**config.mk**
```make
export PLATFORM = sky130hd
export DESIGN_NAME = vmix_voice
export DESIGN_NICKNAME = d
export VERILOG_FILES = /design/src/rtl/vmix_pkg.sv /design/src/rtl/vmix_unpack.sv /design/src/rtl/vmix_scale.sv /design/src/rtl/vmix_clamp_add.sv /design/src/rtl/vmix_voice.sv
export SDC_FILE = /design/constraint.sdc
export NUM_CORES = 1
export LEC_CHECK = 0
export BUFFER_PORTS_ARGS = -buffer_cell sky130_fd_sc_hd__buf_2
export CELL_PAD_IN_SITES_DETAIL_PLACEMENT = 1
export CELL_PAD_IN_SITES_GLOBAL_PLACEMENT = 1
export CORE_MARGIN = 1
export CORE_UTILIZATION = 44
export CTS_CLUSTER_SIZE = 12
export DETAILED_ROUTE_END_ITERATION = 8
export GPL_TIMING_DRIVEN = 0
export PLACE_DENSITY_LB_ADDON = 0.3
export SLEW_MARGIN = 5
export SYNTH_ARGS = -nofsm -noshare
export SYNTH_HDL_FRONTEND = slang
export SYNTH_HIERARCHICAL = 1
export SYNTH_SLANG_ARGS = --single-unit
```
**constraint.sdc**
```tcl
create_clock -name clk -period 6.9 [get_ports clk]
set_input_delay 1.38 -clock clk [delete_from_list [all_inputs] [get_ports clk]]
set_output_delay 1.38 -clock clk [all_outputs]
set_load 0.1 [all_outputs]
```
**src/rtl/vmix_pkg.sv**
```systemverilog
package vmix_pkg;
  localparam int SMP_W = 16;
  localparam int VOL_W = 8;
  localparam int HALF_W = SMP_W / 2;

  typedef enum logic [1:0] {
    FMT_MONO8    = 2'd0,
    FMT_STEREO8  = 2'd1,
    FMT_MONO16   = 2'd2,
    FMT_STEREO16 = 2'd3
  } vmix_fmt_e;

  typedef enum logic [1:0] {
    ST_IDLE  = 2'd0,
    ST_RIGHT = 2'd1,
    ST_LEFT  = 2'd2
  } vmix_state_e;

  typedef struct packed {
    logic signed [SMP_W-1:0] r;
    logic signed [SMP_W-1:0] l;
  } vmix_pair_t;

  // expand one packed source layout into a right/left pair
  function automatic vmix_pair_t expand(input logic [1:0] fmt, input logic odd,
                                        input logic [SMP_W-1:0] w0,
                                        input logic [SMP_W-1:0] w1);
    vmix_pair_t p;
    logic [HALF_W-1:0] b;
    b = odd ? w0[HALF_W-1:0] : w0[SMP_W-1:HALF_W];
    case (vmix_fmt_e'(fmt))
      FMT_MONO8: begin
        p.r = {b, {HALF_W{1'b0}}};
        p.l = {b, {HALF_W{1'b0}}};
      end
      FMT_STEREO8: begin
        p.r = {w0[SMP_W-1:HALF_W], {HALF_W{1'b0}}};
        p.l = {w0[HALF_W-1:0], {HALF_W{1'b0}}};
      end
      FMT_MONO16: begin
        p.r = w0;
        p.l = w0;
      end
      default: begin
        p.r = w0;
        p.l = w1;
      end
    endcase
    return p;
  endfunction

  // signed sample times unsigned volume, arithmetic shift right by VOL_W
  function automatic logic signed [SMP_W-1:0] scale(input logic signed [SMP_W-1:0] x,
                                                    input logic [VOL_W-1:0] vol);
    logic signed [SMP_W+VOL_W:0] prod;
    logic signed [SMP_W+VOL_W:0] shr;
    prod = x * $signed({1'b0, vol});
    shr  = prod >>> VOL_W;
    return shr[SMP_W-1:0];
  endfunction

  // add with clamping to the signed SMP_W range
  function automatic logic signed [SMP_W-1:0] sat_add(input logic signed [SMP_W-1:0] a,
                                                      input logic signed [SMP_W-1:0] b);
    logic signed [SMP_W:0] s;
    s = {a[SMP_W-1], a} + {b[SMP_W-1], b};
    if (s[SMP_W] != s[SMP_W-1])
      return s[SMP_W] ? {1'b1, {(SMP_W-1){1'b0}}} : {1'b0, {(SMP_W-1){1'b1}}};
    return s[SMP_W-1:0];
  endfunction
endpackage

```
**src/rtl/vmix_unpack.sv**
```systemverilog
module vmix_unpack
  import vmix_pkg::*;
#(
  parameter int W = SMP_W
) (
  input  logic [1:0]   fmt,
  input  logic         odd,
  input  logic [W-1:0] word0,
  input  logic [W-1:0] word1,
  output vmix_pair_t   pair
);
  always_comb pair = expand(fmt, odd, word0, word1);
endmodule

```
**src/rtl/vmix_scale.sv**
```systemverilog
module vmix_scale
  import vmix_pkg::*;
#(
  parameter int W  = SMP_W,
  parameter int VW = VOL_W
) (
  input  logic signed [W-1:0] raw,
  input  logic [VW-1:0]       vol,
  output logic signed [W-1:0] scaled
);
  always_comb scaled = scale(raw, vol);
endmodule

```
**src/rtl/vmix_clamp_add.sv**
```systemverilog
module vmix_clamp_add
  import vmix_pkg::*;
#(
  parameter int W = SMP_W
) (
  input  logic signed [W-1:0] contrib,
  input  logic signed [W-1:0] prior,
  output logic signed [W-1:0] mixed
);
  always_comb mixed = sat_add(contrib, prior);
endmodule

```
**src/rtl/vmix_voice.sv**
```systemverilog
module vmix_voice
  import vmix_pkg::*;
#(
  parameter int W  = SMP_W,
  parameter int VW = VOL_W
) (
  input  logic          clk,
  input  logic          rst_n,
  input  logic          in_valid,
  output logic          in_ready,
  input  logic [1:0]    in_fmt,
  input  logic          in_odd,
  input  logic          in_fetch,
  input  logic [W-1:0]  in_word0,
  input  logic [W-1:0]  in_word1,
  input  logic [VW-1:0] in_vol_r,
  input  logic [VW-1:0] in_vol_l,
  input  logic [W-1:0]  in_buf_r,
  input  logic [W-1:0]  in_buf_l,
  output logic          out_valid,
  input  logic          out_ready,
  output logic          out_left,
  output logic [W-1:0]  out_sample
);
  localparam int NCH = 2;  // index 0 right, 1 left

  vmix_state_e st;
  vmix_pair_t  pair;

  logic signed [W-1:0] raw_ch    [NCH];
  logic        [VW-1:0] vol_ch   [NCH];
  logic signed [W-1:0] scl_ch    [NCH];
  logic signed [W-1:0] held_ch   [NCH];
  logic signed [W-1:0] prior_ch  [NCH];

  // named events
  logic accept, emit, pair_done;
  logic signed [W-1:0] sel_held, sel_prior, mixed;

  assign in_ready  = (st == ST_IDLE);
  assign out_valid = (st != ST_IDLE);
  assign out_left  = (st == ST_LEFT);
  assign accept    = in_valid && in_ready;
  assign emit      = out_valid && out_ready;
  assign pair_done = emit && out_left;

  vmix_unpack #(.W(W)) u_unpack (
    .fmt(in_fmt), .odd(in_odd), .word0(in_word0), .word1(in_word1), .pair(pair)
  );

  assign raw_ch[0] = pair.r;
  assign raw_ch[1] = pair.l;
  assign vol_ch[0] = in_vol_r;
  assign vol_ch[1] = in_vol_l;

  for (genvar c = 0; c < NCH; c++) begin : g_ch
    vmix_scale #(.W(W), .VW(VW)) u_scale (
      .raw(raw_ch[c]), .vol(vol_ch[c]), .scaled(scl_ch[c])
    );
  end

  always_ff @(posedge clk) begin
    if (!rst_n) begin
      st <= ST_IDLE;
      for (int c = 0; c < NCH; c++) begin
        held_ch[c]  <= '0;
        prior_ch[c] <= '0;
      end
    end else begin
      case (st)
        ST_IDLE:  if (accept) st <= ST_RIGHT;
        ST_RIGHT: if (emit) st <= ST_LEFT;
        ST_LEFT:  if (emit) st <= ST_IDLE;
        default:  st <= ST_IDLE;
      endcase
      if (accept) begin
        prior_ch[0] <= in_buf_r;
        prior_ch[1] <= in_buf_l;
        if (in_fetch) begin
          for (int c = 0; c < NCH; c++) held_ch[c] <= scl_ch[c];
        end
      end
    end
  end

  assign sel_held  = out_left ? held_ch[1]  : held_ch[0];
  assign sel_prior = out_left ? prior_ch[1] : prior_ch[0];

  vmix_clamp_add #(.W(W)) u_mix (
    .contrib(sel_held), .prior(sel_prior), .mixed(mixed)
  );

  assign out_sample = mixed;
endmodule

```
# Word-level counts from Yosys, hierarchy flattened
# Memories as Yosys holds them, arrays and structs flattened.
# Cells that the tools add are included.
[totals]
ff_bits = 2
ramBits = 64
memories = 2
[classes]
n_reduce_logical = 6
mul = 2
n_addsub = 1
muxes = 24
eq_ne = 8
bitwise_logic = 4
[mem_list]
columns = ["memory", "words", "width", "read_ports", "rd_ports_with_merged_regs", "write_ports", "line", "rtl"]
rows = [
  ["held_ch", 2, 16, 2, 0, 2, "vmix_voice.sv:33", "logic signed [W-1:0] held_ch [NCH];"],
  ["prior_ch", 2, 16, 2, 0, 2, "vmix_voice.sv:34", "logic signed [W-1:0] prior_ch [NCH];"],
]
[ops]
columns = ["op", "n"]
rows = [
  ["2-to-1 mux 16 bit", 9],
  ["case mux 32 bit (3 select lines)", 1],
  ["multiplier 16 x 9 -> 24 bit", 2],
  ["adder 16 x 16 -> 17 bit", 1],
  ["2-to-1 mux 1 bit", 9],
  ["2-to-1 mux 8 bit", 1],
  ["2-to-1 mux 2 bit", 3],
  ["case mux 2 bit (3 select lines)", 1],
  ["equality test 2 x 1 -> 1 bit (second input constant)", 2],
  ["equality test 2 bit (second input constant)", 2],
  ["zero test 2 bit", 2],
  ["!= test 2 x 1 -> 1 bit (second input constant)", 2],
  ["bitwise OR 1 bit", 4],
  ["AND reduction 3 bit", 1],
  ["logical AND 1 bit", 2],
  ["!= test 2 bit (second input constant)", 1],
  ["nonzero test 2 bit", 1],
  ["!= test 1 bit", 1],
]

# Logic depth before layout (Yosys ltp)
# Gate-level depths: netlist of run 1.
[logic_depth]
depth_word = 6
mapped_depth = 22
ltp_nobuf = 20

# Modules after synthesis
# The synthesis of run 1 kept the hierarchy.
[by_module_without_submodules]
columns = ["module", "instances", "area_per_inst_um2", "cells_each", "seq_area_each_um2"]
rows = [
  ["vmix_scale at g_ch[0].u_scale", 1, 4351.7, 514, 0.0],
  ["vmix_scale at g_ch[1].u_scale", 1, 4307.9, 512, 0.0],
  ["vmix_voice", 1, 2915.3, 189, 1961.9],
  ["vmix_clamp_add", 1, 1365.1, 185, 0.0],
  ["vmix_unpack", 1, 574.3, 74, 0.0],
]

# Worst setup path after synthesis of run 1
# Ideal clock, no wire load.
[synth_timing]
kind = "input to register"
from = "input in_fmt[0]"
to = "memory held_ch[0][29] in the netlist's numbering (data pin)"
path_stages = 20
arrival_time_ps = 6467
path_slack_ps = 178
cell_sequence = "buf_6 -> o21ba_2 -> buf_2 -> a221oi_1 -> nand2_1 -> fa_1 -> inv_1 -> fa_1 -> inv_1 -> fa_1 -> fa_1 -> inv_1 -> ha_1 -> and3_1 -> and3_1 -> a21oi_1 -> a21bo_2 -> o21a_1 -> o41a_1 -> and3_1"
[synth_rtl]
columns = ["element", "line", "rtl"]
rows = [
  ["start: declaration", "vmix_voice.sv:11", "input logic [1:0] in_fmt,"],
  ["end: declaration", "vmix_voice.sv:33", ""],
]

==> flow_metrics.env, run 1 <==
export IMPL_drc=0
export IMPL_skew_ns=0.00464
export IMPL_path_cells="buf_4 -> o21ba_2 -> buf_2 -> a221oi_4 -> buf_4 -> nand2_1 -> fa_1 -> inv_1 -> fa_1 -> fa_1 -> inv_1 -> fa_1 -> inv_1 -> ha_1 -> nand2_1 -> o21ai_1 -> o21ai_0 -> o21ai_1 -> a21oi_1 -> xnor2_1 -> and3_1"
export IMPL_grt_pass1_wl_um=59600
export IMPL_status="completed"
export IMPL_post_route_util_pct=50.3
export IMPL_yosys_warnings=6
export IMPL_synth_area_leaders="fa_1 (29%), edfxtp_1 (14%), ha_1 (9.4%), inv_1 (8.5%), and2_1 (7.0%)"
export IMPL_synth_top_cell_area_share_pct=29.5
export IMPL_ctsHtreeMaxLevel=3
export IMPL_critPathSlowestCell="fa_1"
export IMPL_drv_cap=0
export IMPL_intPower_w=0.00242
export IMPL_finalSetupViolations=0
export IMPL_nNetsFinal=1987
export IMPL_crit_required_ns=6.98
export IMPL_synth_edf_count=64
export IMPL_clk_path_buf_depth=2
export IMPL_syn_inst=1474
export IMPL_syn_nets=1863
export IMPL_syn_cell_area_mm2=0.0135
export IMPL_power_frac_seq_pct=10.0
export IMPL_setup_slack_ns=0.148
export IMPL_p_switching_w=0.00288
export IMPL_yosysMostFrequentCell="inv_1"
export IMPL_yosysUniqueCellTypes=77
export IMPL_clock_sinks=66
export IMPL_min_period_over_period_pct=97.9
export IMPL_power_per_cell_area_mw_per_mm2=352
export IMPL_wl_per_cell_um=18.7
export IMPL_dpl_cell_area_mm2=0.0145
export IMPL_fin_area_mm2=0.0151
export IMPL_place_worst_setup_slack_ns=-0.670
export IMPL_place_gp_congestion=0.877
export IMPL_grt_max_degree=33
export IMPL_cp_top_family="adder cells"
export IMPL_path_buf_inv=6
export IMPL_worstSetupPathType="primary input to flop"
export IMPL_ys_seq_area_share_pct=14.5
export IMPL_period_needed_ns=6.75
export IMPL_cts_tree="done"
export IMPL_drtIter0Drc=405
export IMPL_synth_seq_cells=66
export IMPL_timing_fmax_mhz=148
export IMPL_start_kind="primary input"
export IMPL_area_growth_pct=11.6
export IMPL_p_comb_share_pct=81.4
export IMPL_avgSynthCellArea_um2=9.17
export IMPL_drive_gt1_share_pct=14.7
export IMPL_hp_class="flop to flop"
export IMPL_dr_pass1_iters=5
export IMPL_numPortBuffers=103
export IMPL_crit_fanout=8
export IMPL_antenna_found_initial=0
export IMPL_tns_ns=0
export IMPL_cts_root_buf="clkbuf_16"
export IMPL_slew_violations=0
export IMPL_critPathMostFrequentCell="fa_1"
export IMPL_switching_share_pct=54.4
export IMPL_pwr_share_clk_pct=8.6
export IMPL_nFillCells=3532
export IMPL_slew_headroom_pct=40.0
export IMPL_routed_via_density=5.34
export IMPL_critPathMaxStageDelay_ns=0.55
export IMPL_peakVddDrop_v=0.000271
export IMPL_drtAntennaViolNets=0
export IMPL_cts_hold_buffers=0
export IMPL_grt_pass1_vias=11700
export IMPL_arrival_ns=6.83
export IMPL_end_kind="flop"
export IMPL_grt_usage_pct=24.3
export IMPL_numCtsBuffers=9
export IMPL_yosys_area_top_type="fa_1"
export IMPL_ys_flop_type="edfxtp_1"
export IMPL_design_core_area_mm2=0.0300
export IMPL_die_h_um=177
export IMPL_die_width_um=177
export IMPL_clk_pin_slew_ns=0.06
export IMPL_synthArstFlopShare_pct=0
export IMPL_worst_slew_pin_slew_ns=0.899
export IMPL_grt_overflow_total=0
export IMPL_io_pins=107
export IMPL_start_util_pct=45.1
export IMPL_synth_commonest_cells="inv_1 (305), fa_1 (199), nand2_1 (177), and2_1 (151), ha_1 (102)"
export IMPL_vias=10600
export IMPL_leakage_nw=7.69
export IMPL_wirelength_um=37300
export IMPL_rows=63
export IMPL_dieArea_mm2=0.0314
export IMPL_dp_hpwl_um=31200
export IMPL_clock_latency_ns=0.33
export IMPL_hold_viol_final=0
## worst register-to-register path: cells and delay by family, from the launching register on
family                 cells  cell delay (ns)
AO/OA/AOI/OAI              1             0.67
flip-flops                 1             0.36
AND/OR/NAND/NOR            1             0.34
buffers and inverters      1             0.09
## cell type report
type                            count  area, µm²  area share (%)
Antenna cell                        1       2.50          0.0166
Buffer                             48        292            1.93
Clock buffer                        9        225            1.49
Clock inverter                      7       67.6           0.448
Inverter                          305       1140            7.59
Multi-Input combinational cell   1055      10300            68.3
Sequential cell                    66       1960            13.0
Tap cell                          390        488            3.24
Timing Repair Buffer              113        603            4.00
## registers in the layout, indices dropped and copies added (netlist names)
| register | cells |
|---|---|
| held_ch | 32 |
| prior_ch | 32 |
| st | 2 |
## per-layer routing
layer	part of all wire, %	global-route usage [%]
met5	0	0
met4	1.4	4.27
met3	2.7	2.00
met2	54	45.3
met1	42	30.5
## cells in the final DEF, fill, tap and decap left out, types with 9 or more instances in the layout
master / netlist / layout
fa_1: 199 / 199
nand3_1: 11 / 11
a21o_1: 19 / 18
xnor2_1: 29 / 29
buf_4: 6 / 15
edfxtp_1: 64 / 64
nor2_1: 27 / 27
and3_1: 40 / 40
ha_1: 102 / 102
clkbuf_1: 24 / 23
buf_2: 7 / 110
clkbuf_16: 0 / 9
mux2_2: 41 / 41
maj3_1: 14 / 14
a21oi_1: 37 / 36
inv_1: 305 / 305
o21ai_0: 24 / 22
and2_1: 151 / 151
nand2_1: 177 / 175
xor2_1: 21 / 21
nor3_1: 12 / 12
buf_6: 9 / 9
mux2i_1: 26 / 26
## kinds of logic after synthesis
group | share of synthesized area, %
and+or+nand+nor | 17.8
buffers and inverters | 10.6
adders and majority gates | 40.3
AOI/OAI and AO/OA | 8.19
muxes | 5.34
DFF | 14.5
xor gates and xnor gates | 3.24
## power by group through the flow
stage / Combinational, W / Sequential [W] / Clock (W)
after global placement: 0.00412 / 0.000537 / 0
final: 0.00432 / 0.000533 / 0.000456
after CTS: 0.00434 / 0.000534 / 0.000466
after floorplan: 0.00334 / 0.000531 / 0
after global routing: 0.00484 / 0.000538 / 0.000481
after detailed placement: 0.00431 / 0.000543 / 0
## per-stage QoR
stage / power [W] / hold slack [ns] / instances
2_1_floorplan: 0.00387 / 0.462 / 1474
3_3_place_gp: 0.00466 / 0.492 / 1967
3_5_place_dp: 0.00486 / 0.513 / 1968
4_1_cts: 0.00534 / 0.531 / 1984
5_1_grt: 0.00586 / 0.563 / 1993
6_report: 0.00531 / 0.526 / 1994
## path summary, 6_finish.rpt
path                                 from              to  slack [ns]  cells after the start
worst max-delay path            in_fmt[1]  held_ch[0][28]        0.15                     21
worst max register to register      st[0]  prior_ch[0][4]        5.05                      3
worst min register to register      st[1]           st[1]        0.53                      2
worst min-delay path                st[1]           st[1]        0.53                      2
## what timing repair did
action,CTS,global route
gates cloned,0,0
setup endpoints to repair,5,8
gates resized for setup,8,19
pin swaps,0,6
buffers inserted,0,9
Power figures use the tool's default switching activity.
==> run 2, diff against run 1 <==
- REMOVE_ABC_BUFFERS: unset -> 1
==> run 2 against run 1 <==
Utilization decreased by 0.74 points. Largest power group unchanged. Count of clock-buffer cells in the layout unchanged. Highest routed layer unchanged. Register-to-register slack got worse by 0.23 ns. Final area shrank 1.5%. Routed wire length decreased by 6.9%. Power is 0.42% higher. Die area unchanged. Sequential share of layout area grew 0.19 points. Flip-flop and latch count stayed put. Worst setup slack better by 0.078 ns.
==> flow_metrics.env, run 2 (synthesis results as in run 1) <==
export IMPL_holdCritStartpoint="st[1]"
export IMPL_start_util_pct=45.1
export IMPL_fin_cells=1947
export IMPL_drtAntennaViolNets=0
export IMPL_top_usage_layer="met2"
export IMPL_grtUsageMet2_pct=40.7
export IMPL_r2r_start="st[0]"
export IMPL_crit_required_ns=6.99
export IMPL_slew_headroom_pct=36.1
export IMPL_min_period_over_period_pct=96.7
export IMPL_vias=10300
export IMPL_clock_sinks=66
export IMPL_hold_viol_final=0
export IMPL_tns_ns=0
export IMPL_power_per_cell_area_mw_per_mm2=359
export IMPL_regArea_mm2=0.00196
export IMPL_die_h_um=177
export IMPL_use_met3_pct=2.08
export IMPL_dieArea_mm2=0.0314
export IMPL_grt_usage_pct=23.2
export IMPL_rrSetupSlack_ns=4.82
export IMPL_antenna_found_initial=1
export IMPL_drc=0
export IMPL_r2r_end="held_ch[0][30]"
export IMPL_clk_path_buf_depth=2
export IMPL_drive_gt1_share_pct=13.7
export IMPL_hold_end="st[1]"
export IMPL_ctsHtreeMaxLevel=3
export IMPL_rows=63
export IMPL_clk_pin_slew_ns=0.06
export IMPL_multi_input_area_mm2=0.0103
export IMPL_numCtsBuffers=9
export IMPL_routed_via_density=5.28
export IMPL_crit_fanout=26
export IMPL_period_needed_ns=6.67
export IMPL_cts_tree="done"
export IMPL_rsz0062_at_grt="false"
export IMPL_dp_hpwl_um=29200
export IMPL_worst_slew_pin_slew_ns=0.956
export IMPL_grt_max_degree=34
export IMPL_grt_pass1_wl_um=57700
export IMPL_end_kind="flop"
export IMPL_fin_area_mm2=0.0149
export IMPL_place_gp_congestion=0.848
export IMPL_io_pins=107
export IMPL_grtUsageMet1_pct=30.6
export IMPL_area_growth_pct=9.93
export IMPL_nNetsFinal=1940
export IMPL_cts_root_buf="clkbuf_16"
export IMPL_finalSetupViolations=0
export IMPL_wl_per_cell_um=17.8
export IMPL_timing_fmax_mhz=150
export IMPL_grt_pass1_vias=11500
export IMPL_leakage_nw=7.56
export IMPL_arrival_ns=6.77
export IMPL_nFillCells=3542
export IMPL_worstSetupPathType="primary input to flop"
export IMPL_hp_class="flop to flop"
export IMPL_peakVddDrop_v=0.000250
export IMPL_status="completed"
export IMPL_start_kind="primary input"
export IMPL_skew_ns=0.00313
export IMPL_hold_ws_ns=0.568
export IMPL_clock_latency_ns=0.33
export IMPL_die_width_um=177
export IMPL_drv_cap=0
export IMPL_reg_top3="held_ch (32), prior_ch (32), st (2)"
export IMPL_numPortBuffers=106
export IMPL_dpl_cell_area_mm2=0.0144
export IMPL_mostFrequentLayoutCell="inv_1"
export IMPL_dr_pass1_iters=4
export IMPL_layout_common_cells="inv_1 (305), fa_1 (199), nand2_1 (177)"
export IMPL_drtIter0Drc=396
export IMPL_rr_worst_depth=4
export IMPL_whs_path_depth=2
export IMPL_dpl_cell_count=1928
export IMPL_p_total_w=0.00533
export IMPL_grt_overflow_total=0
export IMPL_slew_violations=0
export IMPL_design_core_area_mm2=0.0300
export IMPL_wirelength_um=34700
==> run 2: metal layers <==
layer	share of wire [%]	vias to the layer above
met1	45	5208
met4	1.9	0
li1	-	4834
met2	50	185
met5	0	-
met3	3.0	44
==> run 2: layout make-up <==
cell class              count  share of cell area, %
clock buffers               9                   1.52
well taps                 390                   3.28
repair buffers            114                   4.26
flip-flops and latches     66                   13.2
multi-input cells        1055                   69.4
inverters                 305                   7.71
diodes                      1                 0.0168
clock inverters             7                  0.632
==> run 2: repair_timing <==
action	in CTS	in global routing
buffers inserted	2	0
resized for setup	20	6
pin swaps	1	1
setup endpoints to repair	13	5
hold buffers	0	0
==> run 2: stage by stage <==
step	util [%]	setup slack [ns]
after floorplan	-	-2.00
after global placement	47.5	-1.05
after detailed placement	47.9	-0.890
after CTS	49.5	0.0209
after global routing	49.6	0.0217
final	49.6	0.226
==> run 2: report_power, final <==
group / total (W) / switching, W / internal [W]
logic: 0.00431 / 0.00269 / 0.00162
registers: 0.000531 / 0.0000172 / 0.000514
clock network: 0.000489 / 0.000174 / 0.000315
total: 0.00533 / 0.00288 / 0.00245
==> run 2: worst max-delay path by stage <==
stage / startpoint / end / slack, ns / depth (start not counted)
after floorplan: st[1] / out_sample[2] / -2.00 / 12
after global placement: st[1] / out_sample[1] / -1.05 / 11
after detailed placement: in_fmt[0] / held_ch[0][31] / -0.89 / 19
after CTS: in_fmt[1] / held_ch[0][31] / 0.02 / 21
after global routing: in_fmt[0] / held_ch[0][31] / 0.02 / 21
final: in_fmt[0] / held_ch[0][29] / 0.23 / 21
==> run 2: worst max-delay path, cell delays in order <==
cell      delay (ns)
buf_4           0.23
o21ba_4         0.33
a221oi_1        0.32
buf_4           0.21
buf_2           0.16
nand2_1         0.08
fa_1            0.55
inv_1           0.06
fa_1            0.48
fa_1            0.50
inv_1           0.05
fa_1            0.51
inv_1           0.06
ha_1            0.36
and4_4          0.22
and3_1          0.16
a21oi_1         0.10
a21bo_2         0.27
o21a_1          0.19
o41a_1          0.34
and3_1          0.18
